## src/rtl/tim_chan_pkg.sv

```systemverilog
package tim_chan_pkg;
  localparam int unsigned BYTE_W = 8;
  localparam logic [1:0] ADDR_HI   = 2'd0;
  localparam logic [1:0] ADDR_LO   = 2'd1;
  localparam logic [1:0] ADDR_STAT = 2'd2;

  typedef struct packed {
    logic wr_hi;
    logic wr_lo;
    logic rd_hi;
    logic rd_lo;
  } byte_acc_t;
endpackage

```

## src/rtl/tim_chan_cnt.sv

```systemverilog
module tim_chan_cnt #(
  parameter int unsigned CNT_W = 16
) (
  input  logic             clk_i,
  input  logic             rst_ni,
  input  logic [CNT_W-1:0] modulus_i,
  output logic [CNT_W-1:0] cnt_o,
  output logic             ovf_o
);
  logic [CNT_W-1:0] cnt_q;

  assign ovf_o = (cnt_q == modulus_i);
  assign cnt_o = cnt_q;

  always_ff @(posedge clk_i or negedge rst_ni) begin
    if (!rst_ni)    cnt_q <= '0;
    else if (ovf_o) cnt_q <= '0;
    else            cnt_q <= cnt_q + 1'b1;
  end

  AST_CNT_WRAP: assert property (@(posedge clk_i) disable iff (!rst_ni)
    (cnt_o == modulus_i) |=> (cnt_o == '0));
endmodule

```

## src/rtl/tim_chan_edge.sv

```systemverilog
module tim_chan_edge #(
  parameter int unsigned SYNC_N = 2
) (
  input  logic       clk_i,
  input  logic       rst_ni,
  input  logic       pin_i,
  input  logic [1:0] edge_sel_i,
  output logic       hit_o
);
  logic [SYNC_N-1:0] sync_q;
  logic              prev_q;
  logic              rise, fall;

  always_ff @(posedge clk_i or negedge rst_ni) begin
    if (!rst_ni) begin
      sync_q <= '0;
      prev_q <= 1'b0;
    end else begin
      sync_q <= {sync_q[SYNC_N-2:0], pin_i};
      prev_q <= sync_q[SYNC_N-1];
    end
  end

  assign rise  = sync_q[SYNC_N-1] & ~prev_q;
  assign fall  = ~sync_q[SYNC_N-1] & prev_q;
  assign hit_o = (edge_sel_i[0] & rise) | (edge_sel_i[1] & fall);
endmodule

```

## src/rtl/tim_chan_val.sv

```systemverilog
module tim_chan_val
  import tim_chan_pkg::*;
#(
  parameter int unsigned CNT_W = 16
) (
  input  logic                clk_i,
  input  logic                rst_ni,
  input  byte_acc_t           acc_i,
  input  logic [BYTE_W-1:0]   wdata_i,
  input  logic                cap_mode_i,
  input  logic                hit_i,
  input  logic [CNT_W-1:0]    cnt_i,
  output logic [CNT_W-1:0]    val_o,
  output logic                cap_fire_o,
  output logic                cmp_fire_o
);
  logic [CNT_W-1:0] val_q;
  logic             lock_q;
  logic             lock_set, lock_clr;

  assign cap_fire_o = cap_mode_i & hit_i & ~lock_q;
  assign cmp_fire_o = ~cap_mode_i & (cnt_i == val_q) & ~lock_q;
  assign lock_set   = cap_mode_i ? acc_i.rd_hi : acc_i.wr_hi;
  assign lock_clr   = cap_mode_i ? acc_i.rd_lo : acc_i.wr_lo;
  assign val_o      = val_q;

  // channel value has no reset
  always_ff @(posedge clk_i) begin
    if (acc_i.wr_hi) val_q[CNT_W-1 -: BYTE_W] <= wdata_i;
    if (acc_i.wr_lo) val_q[BYTE_W-1:0]        <= wdata_i;
    if (!acc_i.wr_hi && !acc_i.wr_lo && cap_fire_o) val_q <= cnt_i;
  end

  always_ff @(posedge clk_i or negedge rst_ni) begin
    if (!rst_ni)       lock_q <= 1'b0;
    else if (lock_set) lock_q <= 1'b1;
    else if (lock_clr) lock_q <= 1'b0;
  end

  AST_CAP_LOCKED: assert property (@(posedge clk_i) disable iff (!rst_ni)
    (lock_q && cap_mode_i && !acc_i.wr_hi && !acc_i.wr_lo) |=> $stable(val_q));
endmodule

```

## src/rtl/tim_chan_out.sv

```systemverilog
module tim_chan_out (
  input  logic clk_i,
  input  logic rst_ni,
  input  logic cmp_mode_i,
  input  logic tov_i,
  input  logic pol_i,
  input  logic max_duty_i,
  input  logic ovf_i,
  input  logic match_i,
  output logic pin_o
);
  logic pin_q, max_sh_q;

  always_ff @(posedge clk_i or negedge rst_ni) begin
    if (!rst_ni) begin
      pin_q    <= 1'b0;
      max_sh_q <= 1'b0;
    end else begin
      if (ovf_i) max_sh_q <= max_duty_i;
      if (cmp_mode_i) begin
        if (tov_i) begin
          if (ovf_i)        pin_q <= pol_i;
          else if (match_i) pin_q <= max_sh_q ? pol_i : ~pol_i;
        end else if (match_i) begin
          pin_q <= ~pin_q;
        end
      end
    end
  end

  assign pin_o = pin_q;

  AST_OVF_ACTIVE: assert property (@(posedge clk_i) disable iff (!rst_ni)
    (ovf_i && tov_i && cmp_mode_i) |=> (pin_o == $past(pol_i)));
  AST_MAX_SHADOW: assert property (@(posedge clk_i) disable iff (!rst_ni)
    !ovf_i |=> $stable(max_sh_q));
  AST_MAX_LEVEL: assert property (@(posedge clk_i) disable iff (!rst_ni)
    (match_i && max_sh_q && tov_i && cmp_mode_i) |=> (pin_o == $past(pol_i)));
  AST_PIN_QUIET: assert property (@(posedge clk_i) disable iff (!rst_ni)
    (!match_i && !ovf_i) |=> $stable(pin_o));
endmodule

```

## src/rtl/tim_chan.sv

```systemverilog
module tim_chan
  import tim_chan_pkg::*;
#(
  parameter int unsigned CNT_W  = 16,
  parameter int unsigned SYNC_N = 2
) (
  input  logic              clk_i,
  input  logic              rst_ni,
  input  logic [CNT_W-1:0]  modulus_i,
  input  logic [1:0]        mode_i,
  input  logic [1:0]        edge_sel_i,
  input  logic              tov_i,
  input  logic              pol_i,
  input  logic              max_duty_i,
  input  logic              cap_pin_i,
  input  logic [1:0]        addr_i,
  input  logic              wr_en_i,
  input  logic              rd_en_i,
  input  logic [BYTE_W-1:0] wdata_i,
  output logic [BYTE_W-1:0] rdata_o,
  output logic [CNT_W-1:0]  cnt_o,
  output logic              pin_o,
  output logic              flag_o
);
  logic             cmp_mode, ovf, hit, cap_fire, cmp_fire;
  logic [CNT_W-1:0] val;
  byte_acc_t        acc;
  logic             flag_q, arm_q, flag_set, flag_clr;

  assign cmp_mode  = |mode_i;
  assign acc.wr_hi = wr_en_i & (addr_i == ADDR_HI);
  assign acc.wr_lo = wr_en_i & (addr_i == ADDR_LO);
  assign acc.rd_hi = rd_en_i & (addr_i == ADDR_HI);
  assign acc.rd_lo = rd_en_i & (addr_i == ADDR_LO);

  tim_chan_cnt #(.CNT_W(CNT_W)) u_cnt (
    .clk_i(clk_i), .rst_ni(rst_ni), .modulus_i(modulus_i), .cnt_o(cnt_o), .ovf_o(ovf)
  );

  tim_chan_edge #(.SYNC_N(SYNC_N)) u_edge (
    .clk_i(clk_i), .rst_ni(rst_ni), .pin_i(cap_pin_i), .edge_sel_i(edge_sel_i), .hit_o(hit)
  );

  tim_chan_val #(.CNT_W(CNT_W)) u_val (
    .clk_i(clk_i), .rst_ni(rst_ni), .acc_i(acc), .wdata_i(wdata_i),
    .cap_mode_i(~cmp_mode), .hit_i(hit), .cnt_i(cnt_o), .val_o(val),
    .cap_fire_o(cap_fire), .cmp_fire_o(cmp_fire)
  );

  tim_chan_out u_out (
    .clk_i(clk_i), .rst_ni(rst_ni), .cmp_mode_i(cmp_mode), .tov_i(tov_i), .pol_i(pol_i),
    .max_duty_i(max_duty_i), .ovf_i(ovf), .match_i(cmp_fire), .pin_o(pin_o)
  );

  // flag: read-1 arms, write-0 clears; new event wins
  assign flag_set = cap_fire | cmp_fire;
  assign flag_clr = wr_en_i & (addr_i == ADDR_STAT) & ~wdata_i[0] & arm_q;

  always_ff @(posedge clk_i or negedge rst_ni) begin
    if (!rst_ni) begin
      flag_q <= 1'b0;
      arm_q  <= 1'b0;
    end else begin
      if (flag_set)      flag_q <= 1'b1;
      else if (flag_clr) flag_q <= 1'b0;
      if (flag_clr)                                        arm_q <= 1'b0;
      else if (rd_en_i && addr_i == ADDR_STAT && flag_q)   arm_q <= 1'b1;
    end
  end

  assign flag_o = flag_q;

  always_comb begin
    rdata_o = '0;
    case (addr_i)
      ADDR_HI:   rdata_o = val[CNT_W-1 -: BYTE_W];
      ADDR_LO:   rdata_o = val[BYTE_W-1:0];
      ADDR_STAT: rdata_o = {{(BYTE_W-1){1'b0}}, flag_q};
      default:   rdata_o = '0;
    endcase
  end

  AST_FLAG_CLEAR: assert property (@(posedge clk_i) disable iff (!rst_ni)
    (flag_clr && !flag_set) |=> !flag_o);
  AST_FLAG_SET: assert property (@(posedge clk_i) disable iff (!rst_ni)
    flag_set |=> flag_o);
endmodule

```

## config.mk

```make
export PLATFORM = sky130hd
export DESIGN_NAME = tim_chan
export DESIGN_NICKNAME = d
export VERILOG_FILES = /design/src/rtl/tim_chan_pkg.sv /design/src/rtl/tim_chan_cnt.sv /design/src/rtl/tim_chan_edge.sv /design/src/rtl/tim_chan_val.sv /design/src/rtl/tim_chan_out.sv /design/src/rtl/tim_chan.sv
export SDC_FILE = /design/constraint.sdc
export NUM_CORES = 1
export LEC_CHECK = 0
export ABC_AREA = 1
export BUFFER_PORTS_ARGS = -buffer_cell sky130_fd_sc_hd__buf_2
export CORE_ASPECT_RATIO = 0.8
export CORE_MARGIN = 4
export CORE_UTILIZATION = 50
export DETAILED_ROUTE_END_ITERATION = 10
export GPL_TIMING_DRIVEN = 0
export PLACE_DENSITY = 0.73
export SYNTH_ARGS = -nofsm -noshare
export SYNTH_HDL_FRONTEND = slang
export SYNTH_HIERARCHICAL = 1
export SYNTH_SLANG_ARGS = --single-unit
```

## constraint.sdc

```tcl
create_clock -name clk_i -period 2.2 [get_ports clk_i]
set_input_delay 0.33 -clock clk_i [delete_from_list [all_inputs] [get_ports clk_i]]
set_output_delay 0.33 -clock clk_i [all_outputs]
set_load 0.005 [all_outputs]
```

==> out/qor.yml, run 1 <==
clock_tree:
  worstSkewPairLatency_ns: 0.29
  cts-root-buf: "clkbuf_8"
  numCtsBuffers: 5
  ctsHoldBuffers: 0
  path_clk_slew_ns: 0.08
  cts_resized: 0
  cts_tree: "done"
  cts_max_path_buffers: 2
  htreeDepth: 2
  post_cts_buffers: 0
  cts_num_sinks: 40
worst_setup_path:
  r2r_cells: 8
  regToRegEndpoint: "u_val/val_o[9]"
  worstSetupStartpointType: "register"
  cp.required_ns: 2.15
  end_kind: "register"
  cp_slowest_cell: "dfrtp_1"
  cpPeakStageDelay_ns: 0.40
  critPathKind: "register to register"
  r2r_start: "u_edge/sync_q[1]"
  arrival_ns: 1.74
  cp_common_cell: "nand2_1"
  path_cells: "inv_1 -> nand3_1 -> nand2_1 -> nand2_2 -> nor2_4 -> nand3_4 -> buf_6 -> nand2_1"
  crit_path_max_fanout: 10
  reg2reg_slack_ns: 0.40
power_and_ir_drop:
  ir_worst_vdd_uv: 464.4
  p_total_mw: 3.120
  p_leak_nw: 1.866
  p_per_area_mw_per_mm2: 941.5
sta:
  setup_ws_ns: 0.4023
  fin_crit_ns: 1.798
  clock.fmax_mhz: 556.3
  slew-limit-headroom: 0.6010
  finClkSkew_ns: 0.007536
  timing.hold.ws_ns: 0.03495
  hold_viol_final: 0
  setup_viol: 0
  fin_setup_tns_ns: 0
  worst_pin_slew_ns: 0.5985
  rsz0062_at_grt: "no"
  finalMaxSlewViolations: 0
  finalCritPeriodShare: 0.8171
synthesis:
  syn_inst: 403
  syn_area_per_cell_um2: 6.936
  synth_cell_types: 28
  synth_nets: 442
  synth-seq-cells: 40
  syn_area_mm2: 0.002795
  ys_seq_area_frac: 0.3868
  yosys_warnings: 6
routing:
  drt_wl_total_um: 7033
  drtIter0Drc: 158
  wl_per_cell_um: 12.74
  routed_via_density: 4.964
  ant_nets: 0
  vias: 2740
  firstDrtPassIters: 4
  drc: 0
global_route:
  grt_overflow: 0
  grt_pass1_wl_um: 11450
  track_usage: 0.2121
  grt_max_degree: 25
  antenna_found_initial: 0
  grt_pass1_vias: 2399
layout:
  layout_common_cells: "nand2_1, inv_1, buf_2"
  final_common_cell: "nand2_1"
  fin_nets: 512
  drive_gt1_frac: 0.2300
  area_growth_pct: 18.58
  utilization: 0.6098
  register_area_mm2: 0.001081
  fill_cells: 524
  multi_input_area_mm2: 0.001361
  antenna_cells: 0
die:
  initial_core_util: 0.5143
  fp-row-count: 24
  die-area_mm2: 0.006858
  die_y_um: 74.88
  die_w_um: 91.60
  io_pins: 64
  coreArea_mm2: 0.005435
place:
  portBuffers: 63
  place_congestion: 0.8588
  dp_hpwl_um: 5392
  dp_slack_ns: 0.1336
min_path:
  hp-class: "input pin to asynchronous set/reset pin"
flow_run:
  drv_cap: 0
run_status:
  status: "complete, no violations"
[metal layers]
metal  GRT usage  vias up  share of wire
met5           0        -              0
met4     0.05184        0         0.0058
met3     0.03596        4          0.066
met2      0.3506       78           0.45
met1      0.2954     1288           0.47
li1            -     1370              -
[critical path, delay by kind of cell (launching register included)]
kind                   cells  cell delay (ns)
DFF                        1             0.40
buffers and inverters      2             0.26
and+or+nand+nor            6             0.79
[worst max-delay path by stage]
stage | to | from
global route | u_out/pin_o | u_cnt/cnt_o[11]
global placement | u_val/val_o[5] | addr_i[1]
CTS | u_val/val_o[9] | u_edge/sync_q[1]
floorplan | u_out/pin_o | u_cnt/cnt_o[8]
finish | u_val/val_o[9] | u_edge/sync_q[1]
detailed placement | u_val/val_o[14] | addr_i[1]
[cells by family after synthesis]
group	after synthesis	synth area share
fa+ha+maj	1	0.004476
buf+inv	84	0.1262
xor+xnor	11	0.03447
flops	40	0.3868
compound gates	47	0.1097
simple gates	220	0.3384
[through the flow]
stage	instance area, um2	cells
2_1_floorplan	2795	403
3_3_place_gp	3208	544
3_5_place_dp	3208	544
4_1_cts	3314	552
5_1_grt	3314	552
6_report	3314	552
[synth_stat cells (all sizes together)]
library cell,instances,area (um2)
nor2,46,210.2
xnor2,2,17.52
xor2,9,78.83
o21bai,1,7.510
ha,1,12.51
nand2,144,558.0
dfrtp,24,600.6
nand4,4,25.02
edfxtp,16,480.5
inv,78,292.8
nor3b,1,7.510
o21ai,25,185.2
a21oi,20,107.6
nand3,24,137.6
o22ai,1,6.260
and2,1,7.510
buf,6,60.05
[power breakdown]
group	internal (mW)	total [mW]	switching (mW)	leakage (nW)
registers	0.949	1.27	0.321	0.421
logic	0.489	1.26	0.769	1.39
clock network	0.331	0.592	0.262	0.0532
total	1.77	3.12	1.35	1.87
[final cells by class]
| type | instances | area share |
|---|---|---|
| clock buffer | 5 | 0.02076 |
| timing repair buffer | 63 | 0.09513 |
| inverter | 78 | 0.08834 |
| clock inverter | 3 | 0.01133 |
| multi-input combinational | 279 | 0.4107 |
| tap | 78 | 0.02945 |
| buffer | 6 | 0.01812 |
| sequential | 40 | 0.3262 |
Power figures use the tool's default switching activity.
==> run 2, diff against run 1 <==
- ABC_AREA: 1 -> 0
- CORE_UTILIZATION: 50 -> 48
- PLACE_DENSITY: 0.73 -> 0.75
- clock period: 2.2 -> 1.47 ns (I/O delays scaled with it)
==> out/qor.yml, run 2 <==
worst_setup_path:
  cp.required_ns: 1.53  # was 2.15 ns
  cpPeakStageDelay_ns: 0.37  # was 0.40 ns
  r2r_cells: 8  # unchanged
  crit_path_max_fanout: 5  # was 10
  endpoint: "u_val/val_o[7]"  # was u_val/val_o[9]
  reg2reg_slack_ns: -0.49  # was 0.40 ns
  crit_cells: 8  # unchanged
  crit_path_start: "u_edge/prev_q"  # was u_edge/sync_q[1]
  worstSetupStartpointType: "register"  # unchanged
  arrival_ns: 2.01  # was 1.74 ns
  critPathBufInv: 2  # unchanged
  r2r_start: "u_edge/prev_q"  # was u_edge/sync_q[1]
  regToRegEndpoint: "u_val/val_o[7]"  # was u_val/val_o[9]
  cp_slowest_cell: "dfrtp_1"  # unchanged
  critPathKind: "register to register"  # unchanged
  path_cells: "nand3b_1 -> o21ai_2 -> nand2_1 -> or2_4 -> nor3_4 -> buf_4 -> clkbuf_16 -> mux2_2"  # was inv_1 -> nand3_1 -> nand2_1 -> nand2_2 -> nor2_4 -> nand3_4 -> buf_6 -> nand2_1
  end_kind: "register"  # unchanged
  cp_top_family: "simple AND/OR/NAND/NOR gates"  # unchanged
place:
  dp_hpwl_um: 4245  # was 5392 um
  portBuffers: 62  # was 63
  place_congestion: 0.7748  # was 0.8588
  place_area_mm2: 0.002844  # was 0.003208 mm2
die:
  initial_core_util: 0.5117  # was 0.5143
  io_pins: 64  # unchanged
  die_w_um: 87.20  # was 91.60 um
  coreArea_mm2: 0.004707  # was 0.005435 mm2
  die_y_um: 71.36  # was 74.88 um
  fp-row-count: 22  # was 24
  die-area_mm2: 0.006222  # was 0.006858 mm2
sta:
  hold_viol_final: 0  # unchanged
  fin_crit_ns: 1.958  # was 1.798 ns
  rsz0062_at_grt: "yes"  # was no
  fin_setup_tns_ns: -16.58  # was 0 ns
  finalCritPeriodShare: 1.332  # was 0.8171
  timing.hold.ws_ns: 0.03271  # was 0.03495 ns
  worst_pin_slew_ns: 0.5704  # was 0.5985 ns
  setup_viol: 51  # was 0
  finClkSkew_ns: 0.01193  # was 0.007536 ns
  slew-limit-headroom: 0.6197  # was 0.6010
  clock.fmax_mhz: 510.8  # was 556.3 MHz
  finalMaxSlewViolations: 0  # unchanged
  setup_ws_ns: -0.4876  # was 0.4023 ns
layout:
  final_common_cell: "buf_2"  # was nand2_1
  layout_common_cells: "buf_2, xnor2_1, xor2_1"  # was nand2_1, inv_1, buf_2
  multi_input_area_mm2: 0.001455  # was 0.001361 mm2
  final_area_mm2: 0.003482  # was 0.003314 mm2
  fill_cells: 323  # was 524
  fin_nets: 350  # was 512
  utilization: 0.7398  # was 0.6098
  register_area_mm2: 0.001096  # was 0.001081 mm2
  drive_gt1_frac: 0.5609  # was 0.2300
  antenna_cells: 0  # unchanged
  area_growth_pct: 44.57  # was 18.58%
synthesis:
  synth_nets: 253  # was 442
  syn_area_mm2: 0.002409  # was 0.002795 mm2
  synth_cell_types: 40  # was 28
  yosys-top-cells-area: "dfrtp_1, edfxtp_1, xnor2_1, mux2_2, xor2_1"  # was dfrtp_1, nand2_1, edfxtp_1, inv_1, nor2_1
  syn_area_per_cell_um2: 11.25  # was 6.936 um2
  synth_ff_type: "dfrtp_1"  # unchanged
  yosys_warnings: 6  # unchanged
  synth_edf_count: 16  # unchanged
  netlist.top_cell.by_area: "dfrtp_1"  # unchanged
  synth_common_cells: "xnor2_1, dfrtp_1, nor2_1"  # was nand2_1, inv_1, nor2_1
  ys_seq_area_frac: 0.4488  # was 0.3868
  synthArstFlopShare: 0.6000  # unchanged
  yosysMostFrequentCell: "xnor2_1"  # was nand2_1
  synth-seq-cells: 40  # unchanged
  syn_inst: 214  # was 403
  netlist.area_leader.share: 0.2494  # was 0.2149
routing:
  ant_nets: 0  # unchanged
  routed_via_density: 5.427  # was 4.964
  drtIter0Drc: 84  # was 158
  firstDrtPassIters: 4  # unchanged
  drt_wl_total_um: 6628  # was 7033 um
  vias: 2019  # was 2,740
  wl_per_cell_um: 17.82  # was 12.74 um
  drc: 0  # unchanged
clock_tree:
  cts_num_sinks: 40  # unchanged
  cts-root-buf: "clkbuf_8"  # unchanged
  htreeDepth: 2  # unchanged
  cts_max_path_buffers: 2  # unchanged
  cts_tree: "done"  # unchanged
  path_clk_slew_ns: 0.08  # about the same
  numCtsBuffers: 5  # unchanged
  worstSkewPairLatency_ns: 0.30  # was 0.29 ns
global_route:
  track_usage: 0.2044  # was 0.2121
  antenna_found_initial: 0  # unchanged
  grt_overflow: 0  # unchanged
  grt_pass1_wl_um: 9694  # was 11,450 um
  grt_max_degree: 25  # unchanged
  grt_pass1_vias: 1920  # was 2,399
run_status:
  status: "finished, violations left"  # was complete, no violations
  violations: "setup timing"
flow_run:
  drv_cap: 0  # unchanged
power_and_ir_drop:
  ir_worst_vdd_uv: 759.4  # was 464.4 uV
  p_per_area_mw_per_mm2: 926.3  # was 941.5 mW/mm2
  p_leak_nw: 1.513  # was 1.866 nW
min_path:
  hp-class: "input pin to register"  # was input pin to asynchronous set/reset pin
## run 2: changes by cell type after synthesis, sizes merged, moves of 10 or more
cell   before  now
nand2     144    7
inv        78    4
xnor2       2   26
nor2       46   24
o21ai      25    4
nand3      24    4
a21oi      20    1
mux2        0   17
xor2        9   20
mux2i       0   10
## run 2: layout make-up
type / instances / area share
Multi-Input combinational cell: 161 / 0.4179
Sequential cell: 40 / 0.3148
Timing Repair Buffer: 90 / 0.1829
Buffer: 9 / 0.02803
Clock buffer: 6 / 0.02695
Tap cell: 60 / 0.02156
Inverter: 4 / 0.004312
Clock inverter: 2 / 0.003593
## run 2: power by group
part           internal, mW  total (mW)  switching (mW)
Sequential             1.28        1.41           0.128
Combinational         0.537       0.980           0.443
Clock                 0.434       0.838           0.404
Total                  2.25        3.23           0.975
## run 2: cells by family after synthesis
family / count (synthesis) / synth area share
XOR/XNOR: 46 / 0.1673
multiplexers: 27 / 0.1210
AND/OR/NAND/NOR: 76 / 0.1881
adder cells (fa/ha/maj): 1 / 0.005194
flip-flops: 40 / 0.4488
buffers and inverters: 13 / 0.03688
AO/OA/AOI/OAI: 11 / 0.03273
## run 2: per-stage QoR
step	setup slack, ns	power, mW	cells
finish	-0.4876	3.225	372
global route	-0.5523	3.398	372
CTS	-0.4537	3.046	360
detailed placement	-0.8144	2.116	336
global placement	-0.7799	2.092	336
floorplan	-0.4713	1.847	214
## run 2: how the worst min path moves through the flow
stage | startpoint | to | slack (ns) | cells after the start
3_3_place_gp | rst_ni | u_edge/prev_q | 0.24 | 1
6_report | cap_pin_i | u_edge/sync_q[0] | 0.03 | 1
4_1_cts | cap_pin_i | u_edge/sync_q[0] | 0.02 | 1
5_1_grt | cap_pin_i | u_edge/sync_q[0] | 0.02 | 1
3_5_place_dp | rst_ni | u_edge/prev_q | 0.25 | 1
2_1_floorplan | rst_ni | arm_q | -0.08 | 0
## run 2: what timing repair did
item	4_1_cts	5_1_grt
hold endpoints to repair	24	0
cloned	0	2
resized for setup	24	43
pin swaps	10	16
endpoints found under the setup margin	51	51
hold buffers	1	0
setup buffers	15	11
## run 2: layer usage
metal	vias to the layer above	GRT usage	share of wire
met5	-	0	0
met1	977	0.2831	0.43
met2	73	0.3151	0.48
li1	960	-	-
met3	9	0.05402	0.071
met4	0	0.06133	0.014
==> run 3, diff against run 2 <==
- CORE_UTILIZATION: 48 -> 38
- PLACE_DENSITY: 0.75 -> 0.61
==> out/qor.yml, run 3 (synthesis results as in run 2) <==
run_status:
  status: "finished, violations left"  # unchanged
  violations: "setup timing"  # unchanged
routing:
  drtIter0Drc: 70  # was 84
  wl_per_cell_um: 16.59  # was 17.82 um
  ant_nets: 0  # unchanged
  routed_via_density: 5.005  # was 5.427
  firstDrtPassIters: 4  # unchanged
  vias: 2002  # was 2,019
  drc: 0  # unchanged
  drt_wl_total_um: 6636  # was 6628 um
place:
  dp_slack_ns: -0.8126  # was -0.8144 ns
  place_congestion: 0.7868  # was 0.7748
  dp_hpwl_um: 4428  # was 4245 um
  place_area_mm2: 0.002870  # was 0.002844 mm2
  portBuffers: 62  # unchanged
sta:
  slew-limit-headroom: 0.6112  # was 0.6197
  timing.hold.ws_ns: 0.04738  # was 0.03271 ns
  clock.fmax_mhz: 515.0  # was 510.8 MHz
  hold_viol_final: 0  # unchanged
  finalMaxSlewViolations: 0  # unchanged
  fin_crit_ns: 1.942  # was 1.958 ns
  fin_setup_tns_ns: -16.81  # was -16.58 ns
  finalCritPeriodShare: 1.321  # was 1.332
  finClkSkew_ns: 0.005319  # was 0.01193 ns
  setup_viol: 51  # unchanged
  setup_ws_ns: -0.4716  # was -0.4876 ns
  worst_pin_slew_ns: 0.5820  # was 0.5704 ns
  rsz0062_at_grt: "yes"  # unchanged
worst_setup_path:
  cp_slowest_cell: "dfrtp_1"  # unchanged
  crit_path_max_fanout: 5  # unchanged
  critPathKind: "register to register"  # unchanged
  critPathBufInv: 2  # unchanged
  arrival_ns: 1.99  # was 2.01 ns
  path_cells: "nand3b_1 -> o21ai_2 -> nand2_1 -> or2_4 -> nor3_4 -> buf_4 -> buf_8 -> mux2_2"  # was nand3b_1 -> o21ai_2 -> nand2_1 -> or2_4 -> nor3_4 -> buf_4 -> clkbuf_16 -> mux2_2
  cp.required_ns: 1.52  # was 1.53 ns
  cp_top_family: "simple AND/OR/NAND/NOR gates"  # unchanged
  end_kind: "register"  # unchanged
  worstSetupStartpointType: "register"  # unchanged
  cpPeakStageDelay_ns: 0.39  # was 0.37 ns
global_route:
  grt_overflow: 0  # unchanged
  grt_max_degree: 25  # unchanged
  antenna_found_initial: 0  # unchanged
  grt_pass1_vias: 2058  # was 1,920
  grt_pass1_wl_um: 10510  # was 9694 um
  track_usage: 0.1733  # was 0.2044
power_and_ir_drop:
  seqPwrFrac: 0.425  # was 0.436
  p_leak_nw: 1.538  # was 1.513 nW
  p_sw_frac: 0.2801  # was 0.3023
  intPower_mw: 2.402  # was 2.250 mW
  comb_power_share: 0.276  # was 0.304
  p_per_area_mw_per_mm2: 948.4  # was 926.3 mW/mm2
  ir_worst_vdd_uv: 422.7  # was 759.4 uV
  p_sw_mw: 0.9347  # was 0.9750 mW
  power_frac_clock: 0.299  # was 0.260
clock_tree:
  cts-root-buf: "clkbuf_8"  # unchanged
  htreeDepth: 2  # unchanged
  path_clk_slew_ns: 0.08  # about the same
  worstSkewPairLatency_ns: 0.29  # was 0.30 ns
  cts_num_sinks: 40  # unchanged
  cts_max_path_buffers: 2  # unchanged
  numCtsBuffers: 5  # unchanged
  cts_tree: "done"  # unchanged
layout:
  final_area_mm2: 0.003518  # was 0.003482 mm2
  final_common_cell: "buf_2"  # unchanged
  antenna_cells: 0  # unchanged
  utilization: 0.5828  # was 0.7398
  drive_gt1_frac: 0.5517  # was 0.5609
  layout_common_cells: "buf_2, buf_4, xor2_1"  # was buf_2, xnor2_1, xor2_1
  area_growth_pct: 46.08  # was 44.57%
  fin_nets: 357  # was 350
min_path:
  hp-class: "input pin to register"  # unchanged
die:
  die-area_mm2: 0.007684  # was 0.006222 mm2
  die_w_um: 97.01  # was 87.20 um
  fp-row-count: 25  # was 22
  io_pins: 64  # unchanged
  die_y_um: 79.21  # was 71.36 um
  coreArea_mm2: 0.006037  # was 0.004707 mm2
  initial_core_util: 0.3990  # was 0.5117
flow_run:
  drv_cap: 0  # unchanged
==> run 3: cell count changes in the layout (fill, tap and decap cells not counted), moves of 2 or more <==
cell | before | now
buf_6 | 14 | 12
xnor2_1 | 20 | 18
nor2_1 | 10 | 16
nor2_4 | 6 | 0
buf_4 | 13 | 23
clkbuf_8 | 6 | 8
==> run 3: cell type report <==
class / instances / area, um2
fillers: 526 / 2519
repair buffers: 97 / 665.6
clock buffers: 7 / 96.34
well taps: 81 / 101.3
flip-flops and latches: 40 / 1097
multi-input cells: 161 / 1411
clock inverters: 1 / 30.03
plain buffers: 9 / 101.3
inverters: 4 / 15.01
==> run 3: power groups by stage <==
stage	Sequential, mW	Clock [mW]	Combinational (mW)
final	1.42	0.998	0.922
after floorplan	1.41	0	0.441
after detailed placement	1.44	0	0.674
after CTS	1.42	1.02	0.785
after global placement	1.43	0	0.669
after global routing	1.43	1.07	1.01
==> run 3: final timing paths <==
check / from / endpoint / slack, ns / depth (start not counted)
min in group asynchronous: rst_ni / u_edge/prev_q / 0.45 / 2
hold reg to reg: u_edge/sync_q[0] / u_edge/sync_q[1] / 0.35 / 0
max in group asynchronous: rst_ni / u_cnt/cnt_o[4] / 0.59 / 2
setup reg to reg: u_edge/prev_q / u_val/val_o[13] / -0.47 / 8
hold / removal: cap_pin_i / u_edge/sync_q[0] / 0.05 / 1
setup / recovery: u_edge/prev_q / u_val/val_o[13] / -0.47 / 8
==> run 3: timing repair <==
action	in CTS	in global routing
pin swaps	14	7
hold endpoints to repair	24	0
hold buffers	1	0
cloned	0	2
gates resized for setup	30	21
buffers inserted	17	16
endpoints found under the setup margin	51	51
==> run 3: through the flow <==
| stage | power [mW] | instances |
|---|---|---|
| 6_report | 3.337 | 400 |
| 5_1_grt | 3.519 | 400 |
| 4_1_cts | 3.232 | 383 |
| 3_5_place_dp | 2.110 | 357 |
| 3_3_place_gp | 2.103 | 357 |
| 2_1_floorplan | 1.847 | 214 |
==> run 3: layer usage <==
metal,up-vias,share of wire,track usage,wire (um)
li1,974,-,-,-
met1,970,0.48,0.2368,3168
met2,53,0.47,0.2796,3094
met3,5,0.049,0.04039,324
met4,0,0.0072,0.04208,48
met5,-,0,0,0
